### src/rtl/adc_pulse_reader.sv
module adc_pulse_reader #(
  parameter int RES_BITS    = 12,
  parameter int WORD_BITS   = 16,
  parameter int BYTE_BITS   = 8,
  parameter int SINGLE_CLKS = 16,
  parameter int PULSE_CYC   = 6,
  parameter int ACQ_CYC     = 280,
  parameter int CONV_CYC    = 740,
  parameter int SCLK_HALF   = 13,
  parameter int BYTE_GAP    = 16
) (
  input  logic                 clk,
  input  logic                 rst_n,
  input  logic                 start,
  input  logic                 dual_sel,
  input  logic                 byte_mode,
  output logic                 cnvst,
  output logic                 sclk,
  input  logic                 sdo,
  output logic                 busy,
  output logic                 valid,
  output logic [WORD_BITS-1:0] result
);
  localparam int M1   = (ACQ_CYC > CONV_CYC) ? ACQ_CYC : CONV_CYC;
  localparam int M2   = (PULSE_CYC > SCLK_HALF) ? PULSE_CYC : SCLK_HALF;
  localparam int M3   = (M2 > BYTE_GAP) ? M2 : BYTE_GAP;
  localparam int TMAX = (M1 > M3) ? M1 : M3;
  localparam int TW   = $clog2(TMAX + 1);
  localparam int NW   = $clog2(WORD_BITS + 1);
  localparam int EXT  = WORD_BITS - RES_BITS;

  typedef enum logic [3:0] {
    S_IDLE, S_PRE_HI, S_PRE_LO, S_ACQ, S_CONV, S_SLO, S_SHI, S_GAP, S_DONE
  } state_t;

  state_t              st;
  logic [TW-1:0]       tmr;
  logic [NW-1:0]       nbit;
  logic [RES_BITS-1:0] shreg;
  logic                dual_q, byte_q;

  wire             tdone   = (tmr == '0);
  wire [NW-1:0]    nbit_nx = nbit + 1'b1;
  wire             last_clk = byte_q ? (nbit_nx == NW'(2 * BYTE_BITS))
                                     : (nbit_nx == NW'(SINGLE_CLKS));
  wire             byte_brk = byte_q && (nbit_nx == NW'(BYTE_BITS));
  wire             keep_bit = (nbit < NW'(RES_BITS));
  wire [RES_BITS-1:0] shnext = {shreg[RES_BITS-2:0], sdo};
  wire [WORD_BITS-1:0] ext_word = {{EXT{dual_q & shreg[RES_BITS-1]}}, shreg};

  assign busy  = (st != S_IDLE);
  assign valid = (st == S_DONE);

  always_ff @(posedge clk or negedge rst_n) begin
    if (!rst_n) begin
      st     <= S_IDLE;
      tmr    <= '0;
      nbit   <= '0;
      shreg  <= '0;
      dual_q <= 1'b0;
      byte_q <= 1'b0;
      cnvst  <= 1'b0;
      sclk   <= 1'b0;
      result <= '0;
    end else begin
      case (st)
        S_IDLE: begin
          if (start) begin
            dual_q <= dual_sel;
            byte_q <= byte_mode;
            nbit   <= '0;
            cnvst  <= 1'b1;
            if (dual_sel) begin
              st  <= S_PRE_HI;
              tmr <= TW'(PULSE_CYC - 1);
            end else begin
              st  <= S_ACQ;
              tmr <= TW'(ACQ_CYC - 1);
            end
          end
        end
        S_PRE_HI: begin
          if (tdone) begin
            cnvst <= 1'b0;
            tmr   <= TW'(PULSE_CYC - 1);
            st    <= S_PRE_LO;
          end else tmr <= tmr - 1'b1;
        end
        S_PRE_LO: begin
          if (tdone) begin
            cnvst <= 1'b1;
            tmr   <= TW'(ACQ_CYC - 1);
            st    <= S_ACQ;
          end else tmr <= tmr - 1'b1;
        end
        S_ACQ: begin
          if (tdone) begin
            cnvst <= 1'b0;
            tmr   <= TW'(CONV_CYC - 1);
            st    <= S_CONV;
          end else tmr <= tmr - 1'b1;
        end
        S_CONV: begin
          if (tdone) begin
            tmr <= TW'(SCLK_HALF - 1);
            st  <= S_SLO;
          end else tmr <= tmr - 1'b1;
        end
        S_SLO: begin
          if (tdone) begin
            sclk <= 1'b1;
            if (keep_bit) shreg <= shnext;
            tmr  <= TW'(SCLK_HALF - 1);
            st   <= S_SHI;
          end else tmr <= tmr - 1'b1;
        end
        S_SHI: begin
          if (tdone) begin
            sclk <= 1'b0;
            nbit <= nbit_nx;
            if (last_clk) begin
              result <= ext_word;
              st     <= S_DONE;
            end else if (byte_brk) begin
              tmr <= TW'(BYTE_GAP - 1);
              st  <= S_GAP;
            end else begin
              tmr <= TW'(SCLK_HALF - 1);
              st  <= S_SLO;
            end
          end else tmr <= tmr - 1'b1;
        end
        S_GAP: begin
          if (tdone) begin
            tmr <= TW'(SCLK_HALF - 1);
            st  <= S_SLO;
          end else tmr <= tmr - 1'b1;
        end
        S_DONE:  st <= S_IDLE;
        default: st <= S_IDLE;
      endcase
    end
  end
endmodule

### config.mk
export PLATFORM = sky130hd
export DESIGN_NAME = adc_pulse_reader
export DESIGN_NICKNAME = d
export VERILOG_FILES = /design/src/rtl/adc_pulse_reader.sv
export SDC_FILE = /design/constraint.sdc
export NUM_CORES = 1
export LEC_CHECK = 0
export ABC_AREA = 1
export BUFFER_PORTS_ARGS = -buffer_cell sky130_fd_sc_hd__buf_4
export CORE_AREA = 8 8 81 76
export CTS_BUF_LIST = sky130_fd_sc_hd__clkbuf_4
export DETAILED_ROUTE_END_ITERATION = 6
export DIE_AREA = 0 0 89 84
export PLACE_DENSITY = 0.82
export SETUP_SLACK_MARGIN = 0.1
export SLEW_MARGIN = 0
export SYNTH_ARGS = -nofsm -noshare
export SYNTH_HDL_FRONTEND = slang
export SYNTH_SLANG_ARGS = --single-unit
### constraint.sdc
create_clock -name clk -period 2.45 [get_ports clk]
set_input_delay 0.3675 -clock clk [delete_from_list [all_inputs] [get_ports clk]]
set_output_delay 0.3675 -clock clk [all_outputs]
set_load 0.05 [all_outputs]
Word-level counts from Yosys, hierarchy flattened:

Cells that the tools add are included.

* register bits: 48
* bits in latches: 0
* bits in writable memories: 0
* bits in read-only memories: 0
* input port bits: 6
* output and inout bits: 20
* word-level logic and storage cells: 80
* memories: 0

* $add $sub $neg: 2
* multiply operators: 0
* divide/modulo/power cells: 0
* magnitude comparators: 1
* eq/ne operators: 19
* shift-type cells: 0
* multiplexer cells: 29
* bitwise gates (word level): 1
* reduce and logical (&&, ||, !) cells: 19

Operator list (count)
* 2-to-1 mux 10 bit: 7
* case mux 10 bit (6 select lines): 1
* 2-to-1 mux 4 bit: 8
* case mux 4 bit (7 select lines): 1
* == test 4 x 3 -> 1 bit, second input constant: 4
* AND reduction 3 bit: 5
* inequality test 2 bit, second input constant: 6
* zero test 10 bit: 1
* 2-to-1 mux 5 bit: 2
* case mux 5 bit (2 select lines): 1
* subtractor 10 x 1 -> 10 bit, second input constant: 1
* 2-to-1 mux 9 bit: 1
* == test 4 x 2 -> 1 bit, second input constant: 2
* AND reduction 7 bit: 1
* 2-to-1 mux 2 bit: 3
* nonzero test 6 bit: 1
* adder 5 x 1 -> 5 bit, second input constant: 1
* == test 5 x 4 -> 1 bit, second input constant: 1
* == test 5 bit, second input constant: 1
* < comparator 5 x 4 -> 1 bit, second input constant: 1
* == test 4 x 1 -> 1 bit, second input constant: 1
* == test 4 bit, second input constant: 1
* zero test 4 bit: 1
* inequality test 2 x 1 -> 1 bit, second input constant: 2
* 13 further kinds: 17

Logic depth before layout (Yosys ltp):

* depth in word-level cells: 7
* mapped depth: 12
* gate-level depth less buffers: 12

Worst setup path before layout:

Ideal clock, no wire load.

* path kind: register to output
* from: reg st[0]
* to: out valid
* arrival: 1.670 ns
* required time: 2.082 ns
* path slack: 0.412 ns
* cell stages (with the launch flop): 4
* buffers on the path: 0
* path through: dfrtp_1 nor2_1 inv_2 nor3_1

* cells in the longest elaborated chain, start to end: 1

RTL lines
* start, declared: line 36 `state_t st;`
* start signal, assigned: line 56 `st <= S_IDLE;`
* start signal, assigned: line 74 `st <= S_PRE_HI;`
* start signal, assigned: line 77 `st <= S_ACQ;`
* == test 4 bit: line 52 `assign valid = (st == S_DONE);`
* end, declared: line 21 `output logic valid,`

Every way passes these cells.

Worst setup path in the final report:

* from: reg tmr[0]
* to: reg shreg[2]

* cells in the longest elaborated chain, start to end: 2

RTL lines
* start, declared: line 37 `logic [TW-1:0] tmr;`
* start signal, assigned: line 75 `tmr <= TW'(PULSE_CYC - 1);`
* start signal, assigned: line 78 `tmr <= TW'(ACQ_CYC - 1);`
* start signal, assigned: line 85 `tmr <= TW'(PULSE_CYC - 1);`
* zero test 10 bit: line 42 `wire tdone = (tmr == '0);`
* AND reduction 3 bit (no line)
* end signal, assigned: line 112 `if (keep_bit) shreg <= shnext;`
* end, declared: line 39 `logic [RES_BITS-1:0] shreg;`

Every way passes these cells.
A chain may end at the register's enable or synchronous reset.

==> results.ini <==
[run_status]
status=complete, no violations

[clock_network]
ctsRootBufferMaster=clkbuf_4
clk_latency_ps=380
cts_tree=yes
numCtsBuffers=5
clock_path_buffers=2
cts.clk_slew.worst_paths_ps=150
cts-resized-gates=0
cts-htree-levels=2
cts_sinks=48

[timing]
fin_setup_tns_ps=0
skew_ps=9.47
setup_viol=0
hold_violations=0
slew_headroom_pct=59.8
max_freq_mhz=470
period_share_pct=86.8
worstMarginPinSlew_ps=602
min_period_ps=2130
drv_slew=0
grt_setup_unrepaired=false

[synth]
yosys_warnings=0
ys.flop_type=dfrtp_1
ys_async_sr_fraction_pct=100
synth_cells=331
synth.most_common_cell=nand2_1
yosysSeqAreaShare_pct=44.4
syn-num-nets=340
synthTopCellsByCount=86 x nand2_1, 48 x dfrtp_1, 36 x inv_1, 26 x o21ai_2, 25 x nor2_1
synth_edf_count=0
syn-cell-area_sq_mm=0.00271
synth.area.top_cells=dfrtp_1 44%, nand2_1 12%, o21ai_2 8.4%
synth.avg_cell_area_sq_um=8.18
synth_top_area_share_pct=44.4
synthDistinctLibCells=31
synth_top_cell_by_area=dfrtp_1
synth_seq_cells=48

[routing]
wl_per_cell_um=12.7
drc=0
wl_um=5390
ant_nets=0
vias=2178
firstDrtPassIters=4
drtIter0Drc=122
post_drt_via_cell_ratio=5.15

[global_routing]
grt_max_degree=49
grt_pass1_vias=2018
grt_pass1_wl_um=9150
grt_use_total_pct=15.5
grt_overflow=0
antenna_found_initial=0

[final_layout]
n_antenna_cell=0
stdcell_count=423
nNetsFinal=366
fillers=416
drive_above_1_share_pct=27.9
area_delta_synth_final_pct=10.9

[setup_path]
slowest_delay_ps=430
end_kind=flip-flop
cp_max_fo=23
critical_path_arrival_ps=2390
cpMostUsedCell=nand2_1
crit_required_ps=2710
path_class=flip-flop to flip-flop
cp_cell_sequence=inv_1 > ha_1 > nand2_1 > nor2_4 > nand3_4 > a211oi_2 > nand2_2 > nand2_1 > o21ai_2
cp_slowest_cell=dfrtp_1
critPathLaunchType=flip-flop

[die]
initial_utilization_pct=57.0
ios=26
rows=24
die_h_um=84
coreArea_sq_mm=0.00474
die_area_sq_mm=0.00748
die_w_um=89

[power_and_ir_drop]
p_leak_nw=1.44
power_density_mw_per_mm2=436
ir_drop_uv=273

[run]
maxCapViolCount=0

[placement]
gp_congestion=0.936
dp_cells=414
portBuffers=25
place_hpwl_um=4040

[hold_path]
hold_class=primary input to flip-flop

metrics by stage:
step,setup WS [ps],util (%),instance area [sq um],hold WS (ps),power (mW)
after floorplan,412,-,2710,71.9,0.808
after global placement,468,61.3,2910,415,0.830
after detailed placement,365,61.3,2910,419,0.831
after CTS,314,63.3,3000,183,1.33
after global routing,158,63.3,3000,189,1.35
final,324,63.3,3000,203,1.31
placed cells by master, fill, tap and decap left out, drive strengths merged, types with 2 or more instances in the layout:
| cell type | instances |
|---|---|
| o21ai | 45 |
| a21oi | 8 |
| buf | 25 |
| dfrtp | 48 |
| nand2 | 99 |
| nand4 | 4 |
| nor2 | 33 |
| clkbuf | 5 |
| inv | 50 |
| nor3 | 2 |
| xor2 | 3 |
| nand3 | 22 |
| ha | 3 |
cells by family after synthesis:
logic type      Yosys count  synth area share, %
compound gates           57                 14.8
xor+xnor                  3                0.971
fa+ha+maj                 3                 1.39
buf+inv                  56                 9.38
flops                    48                 44.4
mux                       1                0.416
simple gates            163                 28.7
cell type report:
type	count	area, sq um	area share [%]
Multi-Input combinational cell	227	1250	41.7
Sequential cell	48	1200	40.0
Timing Repair Buffer	26	198	6.59
Inverter	49	186	6.21
Tap cell	65	81.3	2.71
Clock inverter	3	46.3	1.54
Clock buffer	5	37.5	1.25
repair_timing:
item,4_1_cts,5_1_grt
setup buffers,0,0
hold buffers,1,0
setup endpoints to repair,0,0
hold endpoints to repair,48,0
worst paths after layout:
kind | startpoint | end | slack [ps] | cells past startpoint
worst min-delay path | byte_mode | byte_q | 200 | 2
worst min register to register | result[3] | result[3] | 500 | 2
worst max register to register | tmr[0] | shreg[2] | 320 | 9
worst max-delay path | tmr[0] | shreg[2] | 320 | 9
min in group asynchronous | rst_n | tmr[5] | 520 | 2
max in group asynchronous | rst_n | tmr[4] | 1530 | 2
routing by layer:
layer	global-route usage (%)	vias up	wire, um
met5	0	-	0
met2	24.3	55	2520
met3	3.74	15	291
met1	19.4	994	2450
met4	7.10	0	126
li1	-	1114	-
worst max-delay path, delay by kind of cell (launching register included):
family	cells	cell delay, ps
compound gates	2	310
fa+ha+maj	1	210
buf+inv	1	120
flops	1	430
simple gates	5	940
registers in the layout, summed over array words and instances, names as in the netlist:
| name | count |
|---|---|
| byte_q | 1 |
| cnvst | 1 |
| sclk | 1 |
| result | 13 |
| nbit | 5 |
| dual_q | 1 |
| tmr | 10 |
| st | 4 |
| shreg | 12 |
power breakdown:
group	leakage, nW	switching [mW]	internal [mW]
clock	0.0418	0.275	0.218
sequential	0.598	0	0.792
combinational	0.803	0.0169	0.00622
No activity file was read; power rests on OpenSTA's default activity.
